### src/rtl/adcrx_pkg.sv
package adcrx_pkg;
  // Frame tracking state of the receiver
  typedef enum logic {
    FR_IDLE   = 1'b0,
    FR_ACTIVE = 1'b1
  } frame_state_e;

  // Indices of the converter lines inside the synchroniser bundle
  localparam int LN_SCLK = 0;
  localparam int LN_DATA = 1;
  localparam int LN_BUSY = 2;
  localparam int LN_COUNT = 3;
endpackage

### src/rtl/adcrx_sync.sv
module adcrx_sync #(
  parameter int WIDTH = 3,
  parameter int STAGES = 2,
  parameter logic [WIDTH-1:0] RESET_VAL = '0
) (
  input  logic             clk,
  input  logic             rst_n,
  input  logic [WIDTH-1:0] async_i,
  output logic [WIDTH-1:0] sync_o
);
  generate
    for (genvar s = 0; s < STAGES; s++) begin : g_stage
      logic [WIDTH-1:0] q;
      if (s == 0) begin : g_first
        always_ff @(posedge clk or negedge rst_n) begin
          if (!rst_n) q <= RESET_VAL;
          else        q <= async_i;
        end
      end else begin : g_next
        always_ff @(posedge clk or negedge rst_n) begin
          if (!rst_n) q <= RESET_VAL;
          else        q <= g_stage[s-1].q;
        end
      end
    end
  endgenerate

  assign sync_o = g_stage[STAGES-1].q;
endmodule

### src/rtl/adcrx_conv_pulse.sv
module adcrx_conv_pulse #(
  parameter int PULSE_CYCLES = 4
) (
  input  logic clk,
  input  logic rst_n,
  input  logic start_i,
  output logic conv_n_o,
  output logic fire_o
);
  localparam int PW = $clog2(PULSE_CYCLES + 1);
  localparam logic [PW-1:0] LOAD = PW'(PULSE_CYCLES);

  logic [PW-1:0] remain_q;
  logic          idle;

  assign idle   = (remain_q == '0);
  assign fire_o = start_i && idle;

  always_ff @(posedge clk or negedge rst_n) begin
    if (!rst_n) begin
      remain_q <= '0;
      conv_n_o <= 1'b1;
    end else if (fire_o) begin
      remain_q <= LOAD - 1'b1;
      conv_n_o <= 1'b0;
    end else if (!idle) begin
      remain_q <= remain_q - 1'b1;
      conv_n_o <= 1'b0;
    end else begin
      conv_n_o <= 1'b1;
    end
  end
endmodule

### src/rtl/adcrx_frame.sv
module adcrx_frame
  import adcrx_pkg::*;
#(
  parameter int WORD_BITS = 12,
  parameter int OUT_BITS = 16
) (
  input  logic                clk,
  input  logic                rst_n,
  input  logic                sclk_s,
  input  logic                data_s,
  input  logic                busy_s,
  output logic [OUT_BITS-1:0] word_o,
  output logic                valid_o,
  output logic                short_o,
  output logic                stale_o,
  output logic                bit_strobe_o,
  output logic                frame_end_o
);
  localparam int CNT_W = $clog2(WORD_BITS + 1);
  localparam logic [CNT_W-1:0] FULL_CNT = CNT_W'(WORD_BITS);

  function automatic logic [OUT_BITS-1:0] widen(input logic [WORD_BITS-1:0] w);
    return {{(OUT_BITS - WORD_BITS){w[WORD_BITS-1]}}, w};
  endfunction

  frame_state_e         state_q;
  logic                 sclk_q, busy_q, first_q;
  logic [CNT_W-1:0]     cnt_q;
  logic [WORD_BITS-1:0] shreg_q;
  logic                 sclk_rise, busy_fall, busy_rise, full;

  assign sclk_rise    = sclk_s && !sclk_q;
  assign busy_fall    = !busy_s && busy_q;
  assign busy_rise    = busy_s && !busy_q;
  assign full         = (cnt_q == FULL_CNT);
  assign bit_strobe_o = sclk_rise && !busy_s && (state_q == FR_ACTIVE) && !full;
  assign frame_end_o  = busy_rise && (state_q == FR_ACTIVE);

  always_ff @(posedge clk or negedge rst_n) begin
    if (!rst_n) begin
      state_q <= FR_IDLE;
      sclk_q  <= 1'b0;
      busy_q  <= 1'b1;
      first_q <= 1'b1;
      cnt_q   <= '0;
      shreg_q <= '0;
      word_o  <= '0;
      valid_o <= 1'b0;
      short_o <= 1'b0;
      stale_o <= 1'b0;
    end else begin
      sclk_q  <= sclk_s;
      busy_q  <= busy_s;
      valid_o <= 1'b0;
      short_o <= 1'b0;
      stale_o <= 1'b0;
      if (busy_fall) begin
        state_q <= FR_ACTIVE;
        cnt_q   <= '0;
      end else if (frame_end_o) begin
        state_q <= FR_IDLE;
        first_q <= 1'b0;
        if (full) begin
          valid_o <= 1'b1;
          stale_o <= first_q;
          word_o  <= widen(shreg_q);
        end else begin
          short_o <= 1'b1;
        end
      end else if (bit_strobe_o) begin
        shreg_q <= {shreg_q[WORD_BITS-2:0], data_s};
        cnt_q   <= cnt_q + 1'b1;
      end
    end
  end
endmodule

### src/rtl/adc_frame_rx.sv
module adc_frame_rx
  import adcrx_pkg::*;
#(
  parameter int WORD_BITS = 12,
  parameter int OUT_BITS = 16,
  parameter int PULSE_CYCLES = 4,
  parameter int SYNC_STAGES = 2
) (
  input  logic                clk,
  input  logic                rst_n,
  input  logic                start_i,
  output logic                conv_n_o,
  input  logic                adc_sclk_i,
  input  logic                adc_data_i,
  input  logic                adc_busy_i,
  output logic [OUT_BITS-1:0] word_o,
  output logic                valid_o,
  output logic                short_o,
  output logic                stale_o
);
  localparam logic [LN_COUNT-1:0] LINE_RESET = LN_COUNT'(1) << LN_BUSY;

  logic [LN_COUNT-1:0] lines_raw, lines_s;
  logic                conv_fire, bit_strobe, frame_end;

  always_comb begin
    lines_raw          = '0;
    lines_raw[LN_SCLK] = adc_sclk_i;
    lines_raw[LN_DATA] = adc_data_i;
    lines_raw[LN_BUSY] = adc_busy_i;
  end

  adcrx_sync #(
    .WIDTH(LN_COUNT), .STAGES(SYNC_STAGES), .RESET_VAL(LINE_RESET)
  ) u_sync (
    .clk(clk), .rst_n(rst_n), .async_i(lines_raw), .sync_o(lines_s)
  );

  adcrx_conv_pulse #(.PULSE_CYCLES(PULSE_CYCLES)) u_conv (
    .clk(clk), .rst_n(rst_n), .start_i(start_i),
    .conv_n_o(conv_n_o), .fire_o(conv_fire)
  );

  adcrx_frame #(.WORD_BITS(WORD_BITS), .OUT_BITS(OUT_BITS)) u_frame (
    .clk(clk), .rst_n(rst_n),
    .sclk_s(lines_s[LN_SCLK]), .data_s(lines_s[LN_DATA]), .busy_s(lines_s[LN_BUSY]),
    .word_o(word_o), .valid_o(valid_o), .short_o(short_o), .stale_o(stale_o),
    .bit_strobe_o(bit_strobe), .frame_end_o(frame_end)
  );
endmodule

### config.mk
export PLATFORM = sky130hd
export DESIGN_NAME = adc_frame_rx
export DESIGN_NICKNAME = d
export VERILOG_FILES = /design/src/rtl/adcrx_pkg.sv /design/src/rtl/adcrx_sync.sv /design/src/rtl/adcrx_conv_pulse.sv /design/src/rtl/adcrx_frame.sv /design/src/rtl/adc_frame_rx.sv
export SDC_FILE = /design/constraint.sdc
export NUM_CORES = 1
export LEC_CHECK = 0
export CORE_MARGIN = 2
export CORE_UTILIZATION = 35
export CTS_CLUSTER_SIZE = 14
export DETAILED_ROUTE_END_ITERATION = 7
export DONT_BUFFER_PORTS = 1
export GPL_TIMING_DRIVEN = 0
export SYNTH_ARGS = -nofsm -noshare
export SYNTH_HDL_FRONTEND = slang
export SYNTH_SLANG_ARGS = --single-unit
export TNS_END_PERCENT = 1
### constraint.sdc
create_clock -name clk -period 1.6 [get_ports clk]
set_clock_uncertainty 0.05 [all_clocks]
set_input_delay 0.24 -clock clk [delete_from_list [all_inputs] [get_ports clk]]
set_output_delay 0.24 -clock clk [all_outputs]
set_load 0.1 [all_outputs]
==> results by group, run 1 <==
Clock tree
  • TritonCTS clock tree: yes
  • CTS root buffer: clkbuf_8
  • Clock transition at path regs: 0.08 ns
  • Worst skew pair latency: 0.29 ns
  • Htree depth: 2
  • Clock Sinks: 45
  • Cts bufs inserted: 5
  • Longest Clk Path Bufs: 2

STA
  • Fin crit period: ~1.6 ns
  • Hold Slack: 0.0777 ns
  • Final Max Tran Viols: 0
  • Tcrit/Tclk final: 99.3%
  • RSZ-0062 raised after global routing: true
  • Fin worst setup slack: 0.0111 ns
  • Setup violators final: 0
  • Worst-Margin Slew: 0.919 ns
  • Relative slew slack: between 30% and 40%
  • Hold Fails Final Rpt: 0
  • Max frequency: 629 MHz
  • Setup TNS: 0 ns

Worst setup path
  • Startpoint type of the worst setup path: flip-flop
  • Critical path class: reg -> reg
  • Worst-path cell chain: inv_1 > ha_4 > nand3_4 > nor2_4 > buf_4 > mux2_2
  • Crit path required time: between 1.5 and 2 ns
  • Crit path max-delay family: flip-flops
  • Crit Path Max Fanout: 5
  • Type of element capturing the critical path: flip-flop
  • Critical Path Max Stage Delay: 0.39 ns
  • Worst endpoint data arrival time: 1.71 ns
  • Highest-delay cell along the critical path: dfrtp_1
  • WP buf/inv: 2

Status
  • Outcome: finished, final reports clean

Finish
  • Final non-filler cell total: between 200 and 250
  • Finished Cell Area: 2160 sq um
  • FF/Latch Area: 1140 sq um
  • Synthesis-to-finish area growth: 20.0%
  • Share of layout cells above drive strength 1: 42.0%
  • Fill count: 465
  • Core Util, Final: a little over two fifths
  • Multi-input combinational cell area: 621 sq um
  • Nets: ~150
  • Antenna Cells: 0

Pwr
  • Sequential power share: 56.9%
  • Internal power: 1.79 mW
  • Leak pwr: 1.06 nW
  • Total power: 2.38 mW
  • Sw Share: 24.9%
  • Max IR drop VDD: 891 uV
  • Pwr per Cell Area: 1100 nW/um^2
  • Combinational Power Share: 12.0%
  • Net Sw Power: 0.593 mW
  • Clock share of power: between 30% and 40%

Global routing
  • First-pass GRT wire length: 4.53 mm
  • Remaining Overflow, GRT: 0
  • Total GRT Usage: 10.8%
  • Largest net degree at the start of global routing: 46
  • Initial antenna violation count: 0
  • Vias in the first global route: 956

Synth
  • Main combinational cell family by area after synthesis: multiplexers
  • Yosys warning count: 0
  • Mux share of post-synthesis cell area: 19.3%
  • Synthesized net count: ~130
  • Post-Synth Adder-Cell Area: 3.33%
  • Mapped cell area: 1800 sq um
  • Post-Syn Instances: 119
  • Number of synthesized register bits: 45
  • Post-synthesis compound-gate area fraction: between 1 and 1.5%
  • Synth Area in Simple Gates: between 8 and 9%
  • Xor/xnor cell area share of the yosys netlist: 0%
  • Mean post-synth cell area: between 15 and 20 sq um
  • Synth cell types: 25
  • Seq/Total Area, Yosys: 62.8%

Drt
  • Final WL: approximately 2.7 mm
  • Drt drc: 0
  • Routed WL per cell: around 13 microns
  • DR pass1 iterations: 3
  • DR vias: 923
  • Via density: between 4 and 5
  • ANT nets after route: 0
  • Number of DRC markers in iteration 0: 55

Placed design
  • DP Wirelength: 1.77 mm
  • DP Cell Count: 189
  • Port buffer count: 0
  • Placed cell area: 1890 sq um
  • Pre-CTS WS: -0.189 ns
  • RD Place Congestion: 0.662

Floorplan
  • Die ar.: 5740 sq um
  • Horiz. Die Dim: 75.8 microns
  • Initial Util: a little over a third
  • Row count: 26
  • Core Footprint: between 5000 and 6000 sq um
  • Boundary pin count: 26
  • Die Y: 75.8 microns

Run
  • Max cap viols: 0

Worst hold path
  • Worst hold path type: in -> reg
[power groups by stage]
| stage | combinational, mW | sequential (mW) | clock [mW] |
|---|---|---|---|
| floorplan | 0.199 | 1.36 | 0 |
| global placement | 0.211 | 1.37 | 0 |
| detailed placement | 0.243 | 1.38 | 0 |
| CTS | 0.295 | 1.35 | 0.767 |
| global route | 0.331 | 1.37 | 0.822 |
| finish | 0.286 | 1.35 | 0.741 |
[placed cells by master, fill, tap and decap left out, drive strengths merged, types with 3 or more instances in the layout]
| master | netlist | layout |
|---|---|---|
| buf | 7 | 13 |
| nor2 | 3 | 3 |
| clkbuf | 0 | 7 |
| inv | 7 | 7 |
| mux2i | 4 | 4 |
| mux2 | 24 | 24 |
| nand2 | 8 | 8 |
| ha | 4 | 4 |
| dlygate4sd3 | 0 | 5 |
| dfstp | 5 | 5 |
| dfrtp | 40 | 40 |
[final timing paths]
check,start,end,slack (ns),cells past startpoint
min reg2reg,u_sync.g_stage[0].q[1]$_DFF_PN0_,u_sync.sync_o[1]$_DFF_PN0_,0.31,0
max in group asynchronous,rst_n,u_frame.busy_q$_DFF_PN1_,0.87,2
max reg2reg,u_frame.cnt_q[1]$_DFFE_PN0P_,u_frame.word_o[8]$_DFFE_PN0P_,0.01,6
min,start_i,u_conv.remain_q[1]$_DFFE_PN0N_,0.08,2
max,u_frame.cnt_q[1]$_DFFE_PN0P_,u_frame.word_o[8]$_DFFE_PN0P_,0.01,6
min in group asynchronous,rst_n,u_frame.shreg_q[10]$_DFFE_PN0P_,0.35,2
[worst register-to-register path, delay by kind of cell, from the launching register on]
family / cells / cell delay, ns
fa+ha+maj: 1 / 0.16
buf+inv: 2 / 0.26
flops: 1 / 0.39
mux: 1 / 0.32
simple gates: 2 / 0.29
[layer usage]
layer / up-vias / track usage, % / part of all wire (%) / wire (microns)
met1: 470 / 13.7 / 44 / 1160
met3: 2 / 4.23 / 6.2 / 165
met4: 0 / 4.68 / 0.60 / 16
met5: - / 0 / 0 / 0
met2: 20 / 16.5 / 50 / 1320
li1: 431 / - / - / -
[timing repair]
action,in CTS,in global routing
resized for setup,6,12
setup buffers,4,0
cloned,1,0
pin swaps,2,0
endpoints found under the hold margin,49,0
setup endpoints to repair,22,26
hold buffers,6,0
[synth_stat cells]
| library cell | number | share of area, % |
|---|---|---|
| mux2_2 | 14 | 8.7 |
| nor2_1 | 2 | 0.42 |
| buf_6 | 1 | 0.62 |
| nor2_4 | 1 | 0.62 |
| dfstp_2 | 5 | 7.3 |
| nand3b_1 | 1 | 0.42 |
| ha_1 | 4 | 2.8 |
| buf_2 | 1 | 0.28 |
| nand4_1 | 2 | 0.69 |
| mux2_4 | 10 | 8.3 |
| dfrtp_1 | 40 | 56 |
| and3_1 | 1 | 0.35 |
| nand3_4 | 2 | 1.9 |
| inv_1 | 7 | 1.5 |
| and2_1 | 2 | 0.69 |
| a21oi_1 | 1 | 0.28 |
| maj3_1 | 1 | 0.56 |
| o21ai_0 | 2 | 0.56 |
| nor2b_1 | 2 | 0.69 |
| buf_4 | 5 | 2.1 |
| mux2i_1 | 4 | 2.2 |
| nand2b_1 | 1 | 0.35 |
| nand2_1 | 8 | 1.7 |
| and4bb_4 | 1 | 0.90 |
| a21o_2 | 1 | 0.49 |
[final cells by class]
type,count,area share (%)
timing repair buffer,11,4.98
sequential,45,52.5
clock inverter,1,0.231
tap,70,4.05
multi-input combinational,60,28.7
clock buffer,7,4.46
inverter,7,1.22
buffer,7,3.82
[state kept, by name, indices dropped and copies added, names as in the netlist]
name              count
u_frame.shreg_q      12
u_frame.word_o       12
u_frame.cnt_q         4
u_conv.remain_q       3
u_sync.g_stage.q      3
u_sync.sync_o         3
u_conv.conv_n_o       1
u_frame.busy_q        1
u_frame.first_q       1
u_frame.sclk_q        1
u_frame.short_o       1
u_frame.stale_o       1
u_frame.state_q       1
u_frame.valid_o       1
[logic make-up after synthesis]
family                   Yosys count
AND/OR/NAND/NOR                   23
buffers and inverters             14
multiplexers                      28
AO/OA/AOI/OAI                      4
flip-flops                        45
adder cells (fa/ha/maj)            5
Power figures use the tool's default switching activity.
==> run 2: changes to the inputs <==
Settings changed: CORE_UTILIZATION 35 to 40, SYNTH_HIERARCHICAL from default to 1.
==> results by group, run 2 <==
Worst setup path
  • Worst-path cell chain: buf_4
  • Crit path max-delay family: flip-flops
  • Highest-delay cell along the critical path: dfrtp_4
  • Startpoint type of the worst setup path: flip-flop
  • Critical Path Max Stage Delay: 0.64 ns (+0.25 ns)
  • Crit Path Max Fanout: 6 (+1)
  • Critical path class: reg -> out
  • WP buf/inv: 1 (-1)
  • Crit path required time: 1.31 ns (-0.41 ns)
  • Worst endpoint data arrival time: 1.29 ns (-0.42 ns)
  • Type of element capturing the critical path: output pin

Drt
  • Drt drc: 0 (unchanged)
  • DR vias: 949 (+2.8%)
  • Routed WL per cell: 14.7 microns (+15%)
  • DR pass1 iterations: 4 (+1)
  • Via density: 5.10 (+15%)
  • Final WL: 2.73 mm (+2.6%)
  • Number of DRC markers in iteration 0: 42 (-24%)
  • ANT nets after route: 0 (unchanged)

Status
  • Outcome: finished, final reports clean

Clock tree
  • CTS root buffer: clkbuf_8
  • Cts bufs inserted: 5 (unchanged)
  • Worst skew pair latency: 0.29 ns (about the same)
  • Clock transition at path regs: 0.08 ns (about the same)
  • TritonCTS clock tree: yes
  • Clock Sinks: 45 (unchanged)
  • Longest Clk Path Bufs: 2 (unchanged)
  • Htree depth: 2 (unchanged)

Worst hold path
  • Worst hold path type: in -> reg

Finish
  • Leading cell type in the layout, fill and taps excluded: dfrtp_1
  • Most frequent cells in the layout: 39 x dfrtp_1, 14 x mux2_1, 10 x mux2_4
  • Biggest regs: u_frame/shreg_q (12), u_frame/word_o (12), u_frame/cnt_q (4)
  • Share of layout cells above drive strength 1: 32.8% (-9.2 points)
  • Core Util, Final: 48.6% (+5.7 points)
  • FF/Latch Area: 1140 sq um (unchanged)
  • Finished Cell Area: 2110 sq um (-2.2%)
  • Antenna Cells: 0 (unchanged)
  • Fill count: 374 (-20%)
  • Multi-input combinational cell area: 627 sq um (+1.0%)
  • Nets: 143 (-2.7%)
  • Synthesis-to-finish area growth: 17.1%

Floorplan
  • Initial Util: 41.5% (+5.7 points)
  • Horiz. Die Dim: 71.2 microns (-6.0%)
  • Die Y: 71.2 microns (-6.0%)
  • Row count: 24 (-7.7%)
  • Core Footprint: 4350 sq um (-14%)
  • Boundary pin count: 26 (unchanged)
  • Die ar.: 5070 sq um (-12%)

Pwr
  • Max IR drop VDD: 722 uV (-19%)
  • Pwr per Cell Area: 1130 nW/um^2 (+2.9%)
  • Total power: 2.40 mW (+0.61%)
  • Leak pwr: 1.03 nW (-2.7%)

Synth
  • Mapped cell area: 1810 sq um (+0.21%)
  • Yosys warning count: 6 (+6)
  • Mean post-synth cell area: 15.4 sq um (+1.9%)
  • Post-Syn Instances: 117 (-1.7%)
  • Synthesized net count: 127 (-1.6%)

STA
  • Final Max Tran Viols: 0 (unchanged)
  • Max frequency: 632 MHz (+0.39%)
  • Fin crit period: 1.58 ns (-0.00620 ns)
  • Hold Fails Final Rpt: 0 (unchanged)
  • Worst-Margin Slew: 0.922 ns (+0.00241 ns)
  • RSZ-0062 raised after global routing: true
  • Relative slew slack: 38.5% (-0.16 points)
  • Setup violators final: 0 (unchanged)
  • Tcrit/Tclk final: 98.9% (-0.39 points)

Global routing
  • First-pass GRT wire length: 4.93 mm (+9.0%)
  • Total GRT Usage: 12.5% (+1.7 points)
  • Largest net degree at the start of global routing: 46 (unchanged)
  • Vias in the first global route: 1,045 (+9.3%)
  • Remaining Overflow, GRT: 0 (unchanged)
  • Initial antenna violation count: 0 (unchanged)

Placed design
  • Port buffer count: 0 (unchanged)
  • DP Wirelength: 1.86 mm (+4.8%)
  • Placed cell area: 1880 sq um (-0.73%)
  • RD Place Congestion: 0.712 (+7.6%)

Run
  • Max cap viols: 0 (unchanged)
[run 2: cell count changes in the layout (fill, tap and decap cells not counted), moves of 2 or more]
cell / previous run / this run
inv_1: 6 / 4
mux2_4: 15 / 10
mux2i_1: 4 / 1
buf_4: 5 / 8
mux2_2: 9 / 0
nand3_1: 0 / 2
nand2_1: 8 / 0
mux2_1: 0 / 14
buf_6: 6 / 0
[run 2: cell type report]
cell class / instances / area share, %
inverters: 6 / 1.07
well taps: 52 / 3.08
flip-flops and latches: 45 / 53.7
clock buffers: 7 / 4.56
multi-input cells: 60 / 29.6
repair buffers: 9 / 4.62
plain buffers: 6 / 3.08
clock inverters: 1 / 0.237
[run 2: layer usage]
| metal | GRT usage, % | vias up | wire, microns |
|---|---|---|---|
| met2 | 20.1 | 25 | 1340 |
| met4 | 5.66 | 0 | 41 |
| met5 | 0 | - | 0 |
| li1 | - | 434 | - |
| met1 | 15.7 | 486 | 1230 |
| met3 | 3.70 | 4 | 122 |
[run 2: metrics by stage]
step	hold WS (ns)	instances	setup TNS (ns)	worst slack, ns
CTS	0.0704	184	-0.0220	-0.0114
global route	0.0603	186	-0.0639	-0.0139
detailed placement	-0.105	169	-3.26	-0.277
finish	0.0780	186	0	0.0173
global placement	-0.105	169	-2.11	-0.206
floorplan	-0.106	117	-0.382	-0.0484
[run 2: where the power goes]
group / internal (mW) / switching (mW) / leakage, nW
logic: 0.155 / 0.139 / 0.393
registers: 1.24 / 0.111 / 0.583
clock network: 0.390 / 0.356 / 0.0542
[run 2: worst paths after layout]
kind,startpoint,to,slack [ns],depth (start not counted)
hold reg to reg,u_sync/g_stage[0].q[0]$_DFF_PN0_,u_sync/sync_o[0]$_DFF_PN0_,0.30,0
setup reg to reg,u_sync/sync_o[2]$_DFF_PN1_,u_frame/word_o[3]$_DFFE_PN0P_,0.06,4
max in group asynchronous,rst_n,u_frame/busy_q$_DFF_PN1_,0.83,2
min in group asynchronous,rst_n,u_frame/word_o[7]$_DFFE_PN0P_,0.39,2
hold / removal,start_i,u_conv/conv_n_o$_DFF_PN1_,0.08,1
setup / recovery,u_frame/word_o[11]$_DFFE_PN0P_,word_o[13],0.02,1
[run 2: timing repair]
action,in CTS,in global routing
endpoints found under the setup margin,27,26
gates resized for setup,7,3
pin swaps,1,1
hold buffers,5,0
buffers inserted,2,2
hold endpoints to repair,48,0
==> run 3: changes to the inputs <==
Settings changed: CORE_UTILIZATION 40 to 35.
==> results by group, run 3 (synthesis results as in run 2) <==
Drt
  • Drt drc: 0 (unchanged)
  • Routed WL per cell: 15.2 microns (+3.4%)
  • Via density: 4.72 (-7.5%)
  • Number of DRC markers in iteration 0: 56 (+33%)
  • Final WL: 3.14 mm (+15%)
  • DR pass1 iterations: 4 (unchanged)
  • DR vias: 977 (+3.0%)
  • ANT nets after route: 0 (unchanged)

Clock tree
  • Worst skew pair latency: 0.30 ns (about the same)
  • Cts bufs inserted: 5 (unchanged)
  • CTS root buffer: clkbuf_8
  • Clock Sinks: 45 (unchanged)
  • Longest Clk Path Bufs: 2 (unchanged)
  • TritonCTS clock tree: yes
  • Clock transition at path regs: 0.09 ns (about the same)
  • Htree depth: 2 (unchanged)

Run
  • Max cap viols: 0 (unchanged)

Worst setup path
  • Crit path required time: 1.74 ns (+0.43 ns)
  • R2r setup slk: -0.002 ns (-0.06 ns)
  • Reg2Reg Depth: 6 (+2)
  • Crit Path Max Fanout: 5 (-1)
  • Crit path from: u_frame/cnt_q[1]$_DFFE_PN0P_
  • CP Capture Point: u_frame/word_o[7]$_DFFE_PN0P_
  • RR Startpoint: u_frame/cnt_q[1]$_DFFE_PN0P_
  • Critical path class: reg -> reg
  • R2R Path End: u_frame/word_o[7]$_DFFE_PN0P_
  • Startpoint type of the worst setup path: flip-flop
  • Worst endpoint data arrival time: 1.74 ns (+0.45 ns)
  • Type of element capturing the critical path: flip-flop

Global routing
  • Remaining Overflow, GRT: 0 (unchanged)
  • Met1 Use GR: 16.0% (+0.27 points)
  • Total GRT Usage: 12.6% (+0.025 points)
  • Met3 Use GR: 4.23% (+0.53 points)
  • M2 GR Usage: 19.3% (-0.71 points)
  • First-pass GRT wire length: 5.18 mm (+5.0%)
  • Vias in the first global route: 977 (-6.5%)
  • Largest net degree at the start of global routing: 46 (unchanged)
  • Most used routing layer: met2
  • Initial antenna violation count: 0 (unchanged)

Floorplan
  • Die ar.: 5750 sq um (+13%)
  • Boundary pin count: 26 (unchanged)
  • Horiz. Die Dim: 75.8 microns (+6.5%)
  • Die Y: 75.8 microns (+6.5%)
  • Core Footprint: 5040 sq um (+16%)
  • Initial Util: 35.8% (-5.7 points)
  • Row count: 26 (+8.3%)

STA
  • Fin worst setup slack: -0.00201 ns (-0.0193 ns)
  • Fin crit period: 1.60 ns (+0.0193 ns)
  • Setup violators final: 1 (+1)
  • Max frequency: 624 MHz (-1.2%)
  • Hold Fails Final Rpt: 0 (unchanged)
  • Tcrit/Tclk final: 100% (+1.2 points)
  • Worst-Margin Slew: 0.949 ns (+0.0275 ns)
  • Relative slew slack: 36.7% (-1.8 points)
  • RSZ-0062 raised after global routing: true
  • Final Max Tran Viols: 0 (unchanged)

Pwr
  • Sw Share: 25.0% (-0.34 points)
  • Pwr per Cell Area: 1120 nW/um^2 (-1.3%)
  • Sequential power share: 54.6% (-2.0 points)
  • Total power: 2.49 mW (+3.9%)
  • Net Sw Power: 0.621 mW (+2.6%)
  • Leak pwr: 1.04 nW (+1.1%)
  • Clock share of power: 33.2% (+2.1 points)
  • Max IR drop VDD: 762 uV (+5.5%)
  • Combinational Power Share: 12.2% (about the same)
  • Internal power: 1.87 mW (+4.4%)

Placed design
  • Port buffer count: 0 (unchanged)
  • RD Place Congestion: 0.766 (+7.5%)
  • DP Wirelength: 1.89 mm (+2.0%)
  • DP Cell Count: 187 (+11%)

Worst hold path
  • Worst hold path type: in -> reg
  • Hold Path Depth: 1 (unchanged)
  • HP Start: start_i

Status
  • Outcome: finished with violations
  • Failing checks: setup timing

Finish
  • Most frequent cells in the layout: 38 x dfrtp_1, 21 x mux2_4, 7 x buf_6
  • Leading cell type in the layout, fill and taps excluded: dfrtp_1
  • Core Util, Final: 44.2% (-4.4 points)
  • Synthesis-to-finish area growth: 23.4%
  • Biggest regs: u_frame/shreg_q (12), u_frame/word_o (12), u_frame/cnt_q (4)
  • Antenna Cells: 0 (unchanged)
  • Nets: 146 (+2.1%)
  • Share of layout cells above drive strength 1: 42.3% (+9.5 points)
  • Final non-filler cell total: 207 (+11%)
==> run 3: cell types whose count changed in the layout (fill, tap and decap cells not counted), sizes merged <==
cell    change
buf         +3
bufinv      +1
clkbuf      -1
==> run 3: final cells by class <==
type / count / area [sq um]
flip-flops and latches: 45 / 1140
multi-input cells: 60 / 668
plain buffers: 6 / 76.3
clock inverters: 2 / 35.0
inverters: 6 / 22.5
clock buffers: 6 / 72.6
well taps: 70 / 87.6
fillers: 454 / 2820
repair buffers: 12 / 128
==> run 3: how the worst min path moves through the flow <==
stage                                           endpoint
after floorplan           u_conv/remain_q[0]$_DFFE_PN0P_
after global routing           u_conv/conv_n_o$_DFF_PN1_
after CTS                      u_conv/conv_n_o$_DFF_PN1_
after global placement     u_frame/word_o[4]$_DFFE_PN0P_
final                          u_conv/conv_n_o$_DFF_PN1_
after detailed placement  u_frame/shreg_q[5]$_DFFE_PN0P_
==> run 3: layer usage <==
metal  vias up  routed length, microns  share of wire, %
met5         -                       0                 0
met4         0                      61               1.9
met3         6                     160               5.1
met2        27                    1570                50
met1       500                    1350                43
li1        444                       -                 -
==> run 3: repair_timing <==
item	CTS	global route
pin swaps	1	3
cloned	1	0
endpoints found under the setup margin	27	26
buffers inserted	2	4
hold buffers	5	0
gates resized for setup	8	21
endpoints found under the hold margin	48	0
==> run 3: worst max-delay path, stage by stage, from the launching register on <==
cell and delay [ns]:
dfrtp_1 0.43, inv_2 0.10, ha_4 0.16, nand3_4 0.11, nor2_4 0.17, buf_6 0.16, mux2_1 0.32
==> run 3: per-stage QoR <==
step | setup TNS, ns | hold WS [ns] | setup slack [ns] | cell area, sq um
after detailed placement | -2.89 | -0.104 | -0.245 | 1900
after global routing | -0.469 | 0.0495 | -0.0625 | 2230
after CTS | -0.0410 | 0.0567 | -0.0104 | 2120
final | -0.00201 | 0.0721 | -0.00201 | 2230
after global placement | -1.82 | -0.104 | -0.178 | 1900
after floorplan | -0.382 | -0.106 | -0.0484 | 1810
==> run 3: power groups by stage <==
stage | Sequential [mW] | Clock [mW] | Combinational [mW]
after floorplan | 1.36 | 0 | 0.202
after global placement | 1.37 | 0 | 0.216
after detailed placement | 1.38 | 0 | 0.255
after CTS | 1.36 | 0.858 | 0.306
after global routing | 1.37 | 0.915 | 0.354
final | 1.36 | 0.828 | 0.304
